===== config.mk =====
export PLATFORM = sky130hd
export DESIGN_NAME = sadc_capture_ctrl
export DESIGN_NICKNAME = d
export VERILOG_FILES = /design/src/rtl/sadc_pkg.sv /design/src/rtl/sadc_clk_div.sv /design/src/rtl/sadc_frame_seq.sv /design/src/rtl/sadc_shift_cap.sv /design/src/rtl/sadc_capture_ctrl.sv
export SDC_FILE = /design/constraint.sdc
export NUM_CORES = 1
export LEC_CHECK = 0
export ABC_CLOCK_PERIOD_IN_PS = 3700
export BUFFER_PORTS_ARGS = -buffer_cell sky130_fd_sc_hd__buf_2
export CAP_MARGIN = 20
export CORE_MARGIN = 5
export CORE_UTILIZATION = 58
export DETAILED_ROUTE_END_ITERATION = 10
export PLACE_DENSITY_LB_ADDON = 0.08
export SLEW_MARGIN = 20
export SYNTH_ARGS = -nofsm -noshare
export SYNTH_HDL_FRONTEND = slang
export SYNTH_HIERARCHICAL = 1
export SYNTH_SLANG_ARGS = --single-unit

===== constraint.sdc =====
create_clock -name clk_i -period 3.7 [get_ports clk_i]
set_input_delay 0.74 -clock clk_i [delete_from_list [all_inputs] [get_ports clk_i]]
set_output_delay 0.74 -clock clk_i [all_outputs]
set_load 0.02 [all_outputs]

===== src/rtl/sadc_pkg.sv =====
`timescale 1ns/1ps
package sadc_pkg;
  typedef enum logic [1:0] {
    MODE_SINGLE = 2'd0,
    MODE_FREE   = 2'd1,
    MODE_SYNC   = 2'd2,
    MODE_RSVD   = 2'd3
  } sadc_mode_e;

  function automatic logic mode_repeats(sadc_mode_e m);
    return (m == MODE_FREE) || (m == MODE_SYNC);
  endfunction
endpackage


===== src/rtl/sadc_clk_div.sv =====
`timescale 1ns/1ps
module sadc_clk_div #(
  parameter int DIV_W = 8
) (
  input  logic             clk_i,
  input  logic             rst_ni,
  input  logic             run_i,
  input  logic             hold_i,
  input  logic [DIV_W-1:0] half_i,
  output logic             conv_clk_o,
  output logic             rise_o,
  output logic             fall_o
);
  logic [DIV_W-1:0] cnt_q;
  logic             clk_q;
  logic             tick;

  assign tick       = run_i && (cnt_q == half_i - DIV_W'(1));
  assign rise_o     = tick && !clk_q;
  assign fall_o     = tick && clk_q;
  assign conv_clk_o = clk_q;

  always_ff @(posedge clk_i or negedge rst_ni) begin
    if (!rst_ni) begin
      cnt_q <= '0;
      clk_q <= 1'b0;
    end else if (!run_i) begin
      cnt_q <= '0;
      clk_q <= 1'b0;
    end else if (tick) begin
      cnt_q <= '0;
      if (!hold_i) clk_q <= ~clk_q;
    end else begin
      cnt_q <= cnt_q + DIV_W'(1);
    end
  end
endmodule


===== src/rtl/sadc_frame_seq.sv =====
`timescale 1ns/1ps
module sadc_frame_seq
  import sadc_pkg::*;
#(
  parameter int DATA_W    = 10,
  parameter int LEAD_CLKS = 3,
  parameter int DIV_W     = 8,
  localparam int FRAME_CLKS = LEAD_CLKS + DATA_W + 1,
  localparam int IDX_W      = $clog2(FRAME_CLKS + 1)
) (
  input  logic             clk_i,
  input  logic             rst_ni,
  input  logic             start_i,
  input  sadc_mode_e       mode_i,
  input  logic [DIV_W-1:0] half_i,
  input  logic             rise_i,
  input  logic             fall_i,
  output logic             run_o,
  output logic             hold_o,
  output logic [IDX_W-1:0] idx_o,
  output logic             sc_no,
  output logic [DIV_W-1:0] half_o,
  output logic             sample_o,
  output logic             last_o
);
  localparam logic [IDX_W-1:0] IDX_FRAME = IDX_W'(FRAME_CLKS);
  localparam logic [IDX_W-1:0] IDX_FIRST = IDX_W'(LEAD_CLKS + 1);
  localparam logic [IDX_W-1:0] IDX_LAST  = IDX_W'(LEAD_CLKS + DATA_W);
  localparam logic [IDX_W-1:0] IDX_DECIDE = IDX_W'(FRAME_CLKS - 1);

  logic             run_q, sc_q, cont_q;
  logic [IDX_W-1:0] idx_q;
  logic [DIV_W-1:0] half_q;
  sadc_mode_e       frame_mode_q, next_mode_q;
  logic             rise_act;

  // stop instead of starting clock 15 when no follow-up frame
  assign hold_o   = rise_i && (idx_q == IDX_FRAME) && !cont_q;
  assign rise_act = rise_i && !hold_o;
  assign sample_o = rise_act && (idx_q >= IDX_FIRST) && (idx_q <= IDX_LAST);
  assign last_o   = rise_act && (idx_q == IDX_LAST);
  assign run_o    = run_q;
  assign idx_o    = idx_q;
  assign sc_no    = sc_q;
  assign half_o   = half_q;

  always_ff @(posedge clk_i or negedge rst_ni) begin
    if (!rst_ni) begin
      run_q        <= 1'b0;
      sc_q         <= 1'b1;
      cont_q       <= 1'b0;
      idx_q        <= '0;
      half_q       <= DIV_W'(1);
      frame_mode_q <= MODE_SINGLE;
      next_mode_q  <= MODE_SINGLE;
    end else if (!run_q) begin
      if (start_i) begin
        run_q        <= 1'b1;
        sc_q         <= 1'b0;
        cont_q       <= 1'b0;
        idx_q        <= '0;
        frame_mode_q <= mode_i;
        half_q       <= (half_i == '0) ? DIV_W'(1) : half_i;
      end
    end else begin
      if (hold_o) begin
        run_q <= 1'b0;
        idx_q <= '0;
      end else if (rise_i) begin
        if (idx_q == IDX_FRAME) begin
          idx_q        <= IDX_W'(1);
          frame_mode_q <= next_mode_q;
        end else begin
          idx_q <= idx_q + IDX_W'(1);
        end
      end
      if (fall_i && idx_q == IDX_W'(1)) sc_q <= (frame_mode_q != MODE_FREE);
      if (fall_i && idx_q == IDX_DECIDE) begin
        cont_q      <= mode_repeats(mode_i);
        next_mode_q <= mode_i;
        sc_q        <= !mode_repeats(mode_i);
      end
    end
  end
endmodule


===== src/rtl/sadc_shift_cap.sv =====
`timescale 1ns/1ps
module sadc_shift_cap #(
  parameter int DATA_W = 10
) (
  input  logic              clk_i,
  input  logic              rst_ni,
  input  logic              sample_i,
  input  logic              last_i,
  input  logic              sdo_i,
  output logic [DATA_W-1:0] data_o,
  output logic              valid_o
);
  logic [DATA_W-1:0] sh_q, data_q, sh_nxt;
  logic              valid_q;

  assign sh_nxt  = {sh_q[DATA_W-2:0], sdo_i};
  assign data_o  = data_q;
  assign valid_o = valid_q;

  always_ff @(posedge clk_i or negedge rst_ni) begin
    if (!rst_ni) begin
      sh_q    <= '0;
      data_q  <= '0;
      valid_q <= 1'b0;
    end else begin
      valid_q <= last_i;
      if (sample_i) sh_q <= sh_nxt;
      if (last_i) data_q <= sh_nxt;
    end
  end
endmodule


===== src/rtl/sadc_capture_ctrl.sv =====
`timescale 1ns/1ps
module sadc_capture_ctrl
  import sadc_pkg::*;
#(
  parameter int DATA_W    = 10,
  parameter int LEAD_CLKS = 3,
  parameter int DIV_W     = 8,
  localparam int FRAME_CLKS = LEAD_CLKS + DATA_W + 1,
  localparam int IDX_W      = $clog2(FRAME_CLKS + 1)
) (
  input  logic              clk_i,
  input  logic              rst_ni,
  input  logic              start_i,
  input  logic [1:0]        mode_i,
  input  logic [DIV_W-1:0]  half_i,
  input  logic              adc_sdo_i,
  output logic              adc_clk_o,
  output logic              adc_sc_no,
  output logic [DATA_W-1:0] data_o,
  output logic              valid_o
);
  logic             run_q, hold, rise, fall, sample, last;
  logic [IDX_W-1:0] idx_q;
  logic [DIV_W-1:0] half_eff;

  sadc_frame_seq #(
    .DATA_W(DATA_W), .LEAD_CLKS(LEAD_CLKS), .DIV_W(DIV_W)
  ) u_seq (
    .clk_i   (clk_i),
    .rst_ni  (rst_ni),
    .start_i (start_i),
    .mode_i  (sadc_mode_e'(mode_i)),
    .half_i  (half_i),
    .rise_i  (rise),
    .fall_i  (fall),
    .run_o   (run_q),
    .hold_o  (hold),
    .idx_o   (idx_q),
    .sc_no   (adc_sc_no),
    .half_o  (half_eff),
    .sample_o(sample),
    .last_o  (last)
  );

  sadc_clk_div #(.DIV_W(DIV_W)) u_div (
    .clk_i     (clk_i),
    .rst_ni    (rst_ni),
    .run_i     (run_q),
    .hold_i    (hold),
    .half_i    (half_eff),
    .conv_clk_o(adc_clk_o),
    .rise_o    (rise),
    .fall_o    (fall)
  );

  sadc_shift_cap #(.DATA_W(DATA_W)) u_cap (
    .clk_i   (clk_i),
    .rst_ni  (rst_ni),
    .sample_i(sample),
    .last_i  (last),
    .sdo_i   (adc_sdo_i),
    .data_o  (data_o),
    .valid_o (valid_o)
  );
endmodule


Word-level counts from Yosys, hierarchy flattened
Index checks and enable logic that the tools add are counted.

Flip-flop bits (word level): 48. Bits of input ports: 14.

$add $sub $neg: 3. Order comparisons: 2. Equal/unequal tests: 14. Multiplexer cells: 25. Bitwise gates (word level): 2. Reduce and logical (&&, ||, !) cells: 25.

Operators by type and width (number): 8-bit two-way mux (3); 4-bit two-way mux (5); 1-bit two-way mux (12); 2-bit AND reduction (6); 1-bit logical AND (11); 2-bit two-way mux (5); 8-bit by 1-bit adder with 8-bit output (second input constant) (1); 4-bit == test (second input constant) (2); 8-bit == test (1); 8-bit zero test (1); 8-bit by 1-bit subtractor with 8-bit output (second input constant) (1); 2-bit by 1-bit inequality test with 1-bit output (second input constant) (3); 2-bit inequality test (second input constant) (3); 4-bit by 1-bit adder with 4-bit output (second input constant) (1); 4-bit by 1-bit == test with 1-bit output (second input constant) (1); 4-bit by 3-bit greater-or-equal comparator with 1-bit output (second input constant) (1); 4-bit <= comparator (second input constant) (1); 1-bit zero test (4); 4-bit AND reduction (1); 3-bit by 1-bit inequality test with 1-bit output (second input constant) (1); 3-bit inequality test (second input constant) (1); 2-bit by 1-bit == test with 1-bit output (second input constant) (1); 2-bit == test (second input constant) (1); 1-bit inverter (2); other kinds (2) (2).

Logic depth before layout (Yosys ltp)
Depth after elaboration: 10. Mapped depth: 12.

By module
Netlist, hierarchy kept.

By module, submodules not included: sadc_frame_seq (times used 1, cells an instance 100, area each 1003.5 um^2); sadc_shift_cap (times used 1, cells an instance 41, area each 808.3 um^2); sadc_clk_div (times used 1, cells an instance 81, area each 699.4 um^2).

Worst setup path after synthesis
Ideal clock, no wire load.

Path kind: register -> register. Start point: reg u_seq.half_q[0], in the netlist u_seq/half_o[0]. End point: reg u_seq.frame_mode_q[0]. Library setup time: 125 ps. Arrival time: 3266 ps. Path slack: 310 ps. Stages on the path, launching flop included: 13. Buffers on the path: 1. Clock period less this slack: 3390 ps. Cell sequence: dfstp_2 -> clkbuf_1 -> inv_1 -> ha_1 -> nand2b_1 -> or4_1 -> a211oi_1 -> a211oi_1 -> nor3_4 -> and3b_1 -> nand4_2 -> o31ai_2 -> mux2_2.

Longest elaborated chain between the ends: 8. Elaborated cells between the ends (all ways): 9. Classes of those cells: add/sub (1); eq/ne (3); reduce/logical (5).

RTL lines: start, declared (line sadc_frame_seq.sv:33) `logic [DIV_W-1:0] half_q;`; start signal, assigned (line sadc_frame_seq.sv:63) `half_q <= (half_i == '0) ? DIV_W'(1) : half_i;`; 8-bit by 1-bit subtractor with 8-bit output (*) (line sadc_clk_div.sv:18) `assign tick = run_i && (cnt_q == half_i - DIV_W'(1));`; 8-bit == test (*) (line sadc_clk_div.sv:18); 1-bit logical AND (*) (line sadc_clk_div.sv:18); 1-bit logical AND (*) (line sadc_clk_div.sv:19) `assign rise_o = tick && !clk_q;`; named net rise (line sadc_capture_ctrl.sv:22) `logic run_q, hold, rise, fall, sample, last;`; 1-bit logical AND (2 in series) (line sadc_frame_seq.sv:38) `assign hold_o = rise_i && (idx_q == IDX_FRAME) && !cont_q;`; 2-bit inequality test (no source line); 4-bit AND reduction (no source line) (*); end signal, assigned (line sadc_frame_seq.sv:62) `frame_mode_q <= mode_i;`; end signal, assigned (line sadc_frame_seq.sv:72) `frame_mode_q <= next_mode_q;`; end, declared (line sadc_frame_seq.sv:34) `sadc_mode_e frame_mode_q, next_mode_q;`.

Mark *: on every way through the listed nets, which the timed path passes. The rest lies on a longest branch. A chain may end at the register's enable or synchronous reset.

Final worst setup path
Start point: reg u_seq.half_q[0], in the netlist u_seq/half_o[0]. End point: reg u_cap.sh_q[3].

Longest elaborated chain between the ends: 10.

RTL lines: 8-bit by 1-bit subtractor with 8-bit output (*) (line sadc_clk_div.sv:18); 8-bit == test (*) (line sadc_clk_div.sv:18); 1-bit logical AND (*) (line sadc_clk_div.sv:18); 1-bit logical AND (*) (line sadc_clk_div.sv:19); named net rise (line sadc_capture_ctrl.sv:22); 1-bit logical AND (2 in series) (line sadc_frame_seq.sv:38); 1-bit zero test; 1-bit logical AND (*) (line sadc_frame_seq.sv:39) `assign rise_act = rise_i && !hold_o;`; 1-bit logical AND (*) (2 in series) (line sadc_frame_seq.sv:40) `assign sample_o = rise_act && (idx_q >= IDX_FIRST) && (idx_q <= IDX_LAST);`; named net sample (line sadc_capture_ctrl.sv:22); end signal, assigned (line sadc_shift_cap.sv:27) `if (sample_i) sh_q <= sh_nxt;`; end, declared (line sadc_shift_cap.sv:13) `logic [DATA_W-1:0] sh_q, data_q, sh_nxt;`.

Marked as above.

==> impl_metrics.yaml <==
run_status:
  status: "complete, no violations"
synth:
  yosysSeqAreaShare_pct: 47.93
  synth-edff-count: 0
  synth.largest_area_cell: "dfrtp_1"
  yosys_warnings: 6
  yosys.area_share.xor_xnor_pct: 6.278
  syn-mean-instance-area_sq_um: 11.31
  synth_common_cells: "46 x dfrtp_1, 37 x nand2_1, 19 x mux2_4"
  syn_nets: 238
  synth-simple-area-share_pct: 19.93
  syn_area_sq_um: 2511
  synth_compound_area_share_pct: 6.726
  synth_ff_type: "dfrtp_1"
  synth_top_family_by_area: "simple AND/OR/NAND/NOR gates"
  synthTopCellsByArea: "dfrtp_1 46%, mux2_4 11%, nand2_1 5.5%"
  yosysTopAreaCellShare_pct: 45.84
  synth-seq-cells: 48
  yosysMostFrequentCell: "dfrtp_1"
  synthAdderAreaFrac_pct: 0.9965
  synth_mux_area_share_pct: 14.45
  async_reset_ff_share_pct: 100.0
  synth_cells: 222
  synth_cell_type_count: 53
clock_tree:
  cts_setup_buffers: 0
  cts_buffer_depth: 2
  post_cts_resized: 0
  cts-hold-fix-buffers: 0
  ctsHtreeMaxLevel: 2
  cts_buffers: 5
  cts.clk_slew.worst_paths_ns: 0.09
  cts.sinks: 48
  clk_latency_ns: 0.30
  cts_tree: "yes"
  ctsRootBufferMaster: "clkbuf_8"
timing:
  rsz0062_at_grt: "no"
  finalCriticalPeriod_ns: 3.376
  final-hold-violation-count: 0
  slew_violations: 0
  tightestPinTransition_ns: 0.7119
  finalCritPeriodShare_pct: 91.26
  setup_viol_count_final: 0
  fmax_ghz: 0.2962
  fin_setup_tns_ns: 0
  fin_skew_ns: 0.001886
  relSlewSlack_pct: 52.54
power:
  p_switching_mw: 0.4960
  internal_power_mw: 0.9948
  irDropWorstVdd_mv: 0.2853
  switching_share_pct: 33.27
  p_seq_share_pct: 49.2
  p_leak_nw: 1.337
  p_comb_share_pct: 25.2
  power_mw: 1.491
  power_density_nw_per_um2: 541.3
  clock_power_share_pct: 25.7
layout:
  stdcell_count: 298
  area_delta_synth_final_pct: 9.666
  nets: 261
  finalCoreUtilization_pct: 64.58
  diodes: 0
  layout-drive-gt1-share_pct: 28.86
critical_path:
  cp_max_fo: 9
  crit_type: "register to register"
  cp-start-kind: "register"
  cp_data_arrival_time_ns: 3.57
  cpMostUsedCell: "a211oi_1"
  crit_chain: "inv_1 -> ha_1 -> nand2b_1 -> or4_1 -> a211oi_1 -> a211oi_1 -> nor3_4 -> and3b_1 -> o211a_1 -> mux2_4"
  slowest_stage: "dfstp_2"
  slowest_delay_ns: 0.61
  regToRegSetupSlack_ns: 0.32
  path_buf_inv: 1
  path_delay_family: "simple AND/OR/NAND/NOR gates"
  end_kind: "register"
  r2r_cells: 10
  reg2reg_from: "u_seq/half_o[0]"
  worstSetupPathDepth: 10
  rr_endpoint: "u_cap/sh_q[3]"
  cp.required_ns: 3.89
global_routing:
  first_global_vias: 1702
  gr-usage-all-layers_pct: 18.08
  gr-total-overflow: 0
  grt_max_degree: 49
  antenna_found_initial: 0
  grt_pass1_wl_um: 7907
drt:
  via_count: 1711
  drt-vias-per-instance: 5.742
  antenna_left: 0
  wl_per_cell_um: 15.88
  drc_errors: 0
  first_pass_iters: 4
  wl_um: 4731
  first_iter_violations: 69
floorplan:
  die_width_um: 75.80
  die-area_sq_um: 5746
  initial_core_util_pct: 58.89
  pin_count: 27
  core_area_sq_um: 4264
  fp.dieH_um: 75.80
  row_count: 24
place:
  numPortBuffers: 26
  place_hpwl_um: 3440
  place.gp.congestion: 0.8517
  dp.cells: 290
hold_path:
  min_path_type: "input pin to asynchronous set/reset pin"
job:
  drv_cap: 0
## sequential cells by signal, summed over array words and instances (netlist names)
name / cells
u_cap/data_o: 10
u_cap/sh_q: 9
u_cap/valid_o: 1
u_div/cnt_q: 8
u_div/conv_clk_o: 1
u_seq/cont_q: 1
u_seq/frame_mode_q: 2
u_seq/half_o: 8
u_seq/idx_o: 4
u_seq/next_mode_q: 2
u_seq/run_o: 1
u_seq/sc_no: 1
## stage by stage
step / cell area [sq um] / hold WS (ns) / setup WS, ns
3_3_place_gp: 2636 / 0.4678 / 0.4541
2_1_floorplan: 2511 / 0.4429 / 0.3095
5_1_grt: 2754 / 0.4799 / 0.1197
6_report: 2754 / 0.4253 / 0.3236
4_1_cts: 2751 / 0.5061 / 0.3228
3_5_place_dp: 2636 / 0.4836 / 0.3595
## kinds of logic after synthesis
logic type	after synthesis
simple gates	91
flops	48
mux	26
compound gates	23
xor+xnor	18
buf+inv	14
fa+ha+maj	2
## worst max path at each step
stage                                from                    end  slack (ns)
after floorplan           u_seq/half_o[0]  u_seq/frame_mode_q[0]        0.31
after global placement    u_seq/half_o[0]          u_cap/sh_q[4]        0.45
after detailed placement  u_seq/half_o[0]            u_seq/sc_no        0.36
after CTS                 u_seq/half_o[0]          u_cap/sh_q[3]        0.32
after global routing      u_seq/half_o[0]  u_seq/frame_mode_q[0]        0.12
final                     u_seq/half_o[0]          u_cap/sh_q[3]        0.32
## worst reg2reg max path, cell delays in order, from the launching register on
cell	delay, ns
dfstp_2	0.61
inv_1	0.06
ha_1	0.25
nand2b_1	0.15
or4_1	0.42
a211oi_1	0.26
a211oi_1	0.12
nor3_4	0.21
and3b_1	0.32
o211a_1	0.51
mux2_4	0.35
## layout by cell type (no fill, tap or decap), types with 3 or more instances in the layout
cell type | netlist | layout
nor4_1 | 3 | 3
nand3_1 | 7 | 7
nor2_1 | 11 | 11
dfrtp_1 | 46 | 46
and3_1 | 4 | 4
xor2_1 | 8 | 8
buf_4 | 2 | 3
a21oi_1 | 8 | 8
mux2_2 | 4 | 4
xnor2_1 | 10 | 10
clkbuf_8 | 0 | 5
mux2_4 | 19 | 19
nand2_1 | 37 | 37
nand2b_1 | 4 | 4
buf_2 | 2 | 25
or3_1 | 3 | 3
## per-layer routing
| metal | vias up | routed length [um] | GRT usage (%) |
|---|---|---|---|
| met5 | - | 0 | 0 |
| met4 | 0 | 65 | 6.408 |
| met3 | 6 | 191 | 3.826 |
| met2 | 37 | 2445 | 30.42 |
| met1 | 853 | 2028 | 22.97 |
| li1 | 815 | - | - |
## final cells by class
type / count / area [sq um]
clock buffers: 5 / 68.82
clock inverters: 3 / 46.29
fillers: 365 / 1510
inverters: 2 / 7.507
multi-input cells: 160 / 1215
flip-flops and latches: 48 / 1204
well taps: 52 / 65.06
repair buffers: 28 / 147.6
## power groups by stage
stage                     Sequential, mW  Combinational (mW)  Clock (mW)
final                              0.733               0.375       0.382
after global routing               0.749               0.423       0.412
after CTS                          0.734               0.378       0.392
after detailed placement           0.742               0.371           0
after global placement             0.739               0.353           0
after floorplan                    0.689               0.346           0
(Power assumes the default switching activity.)
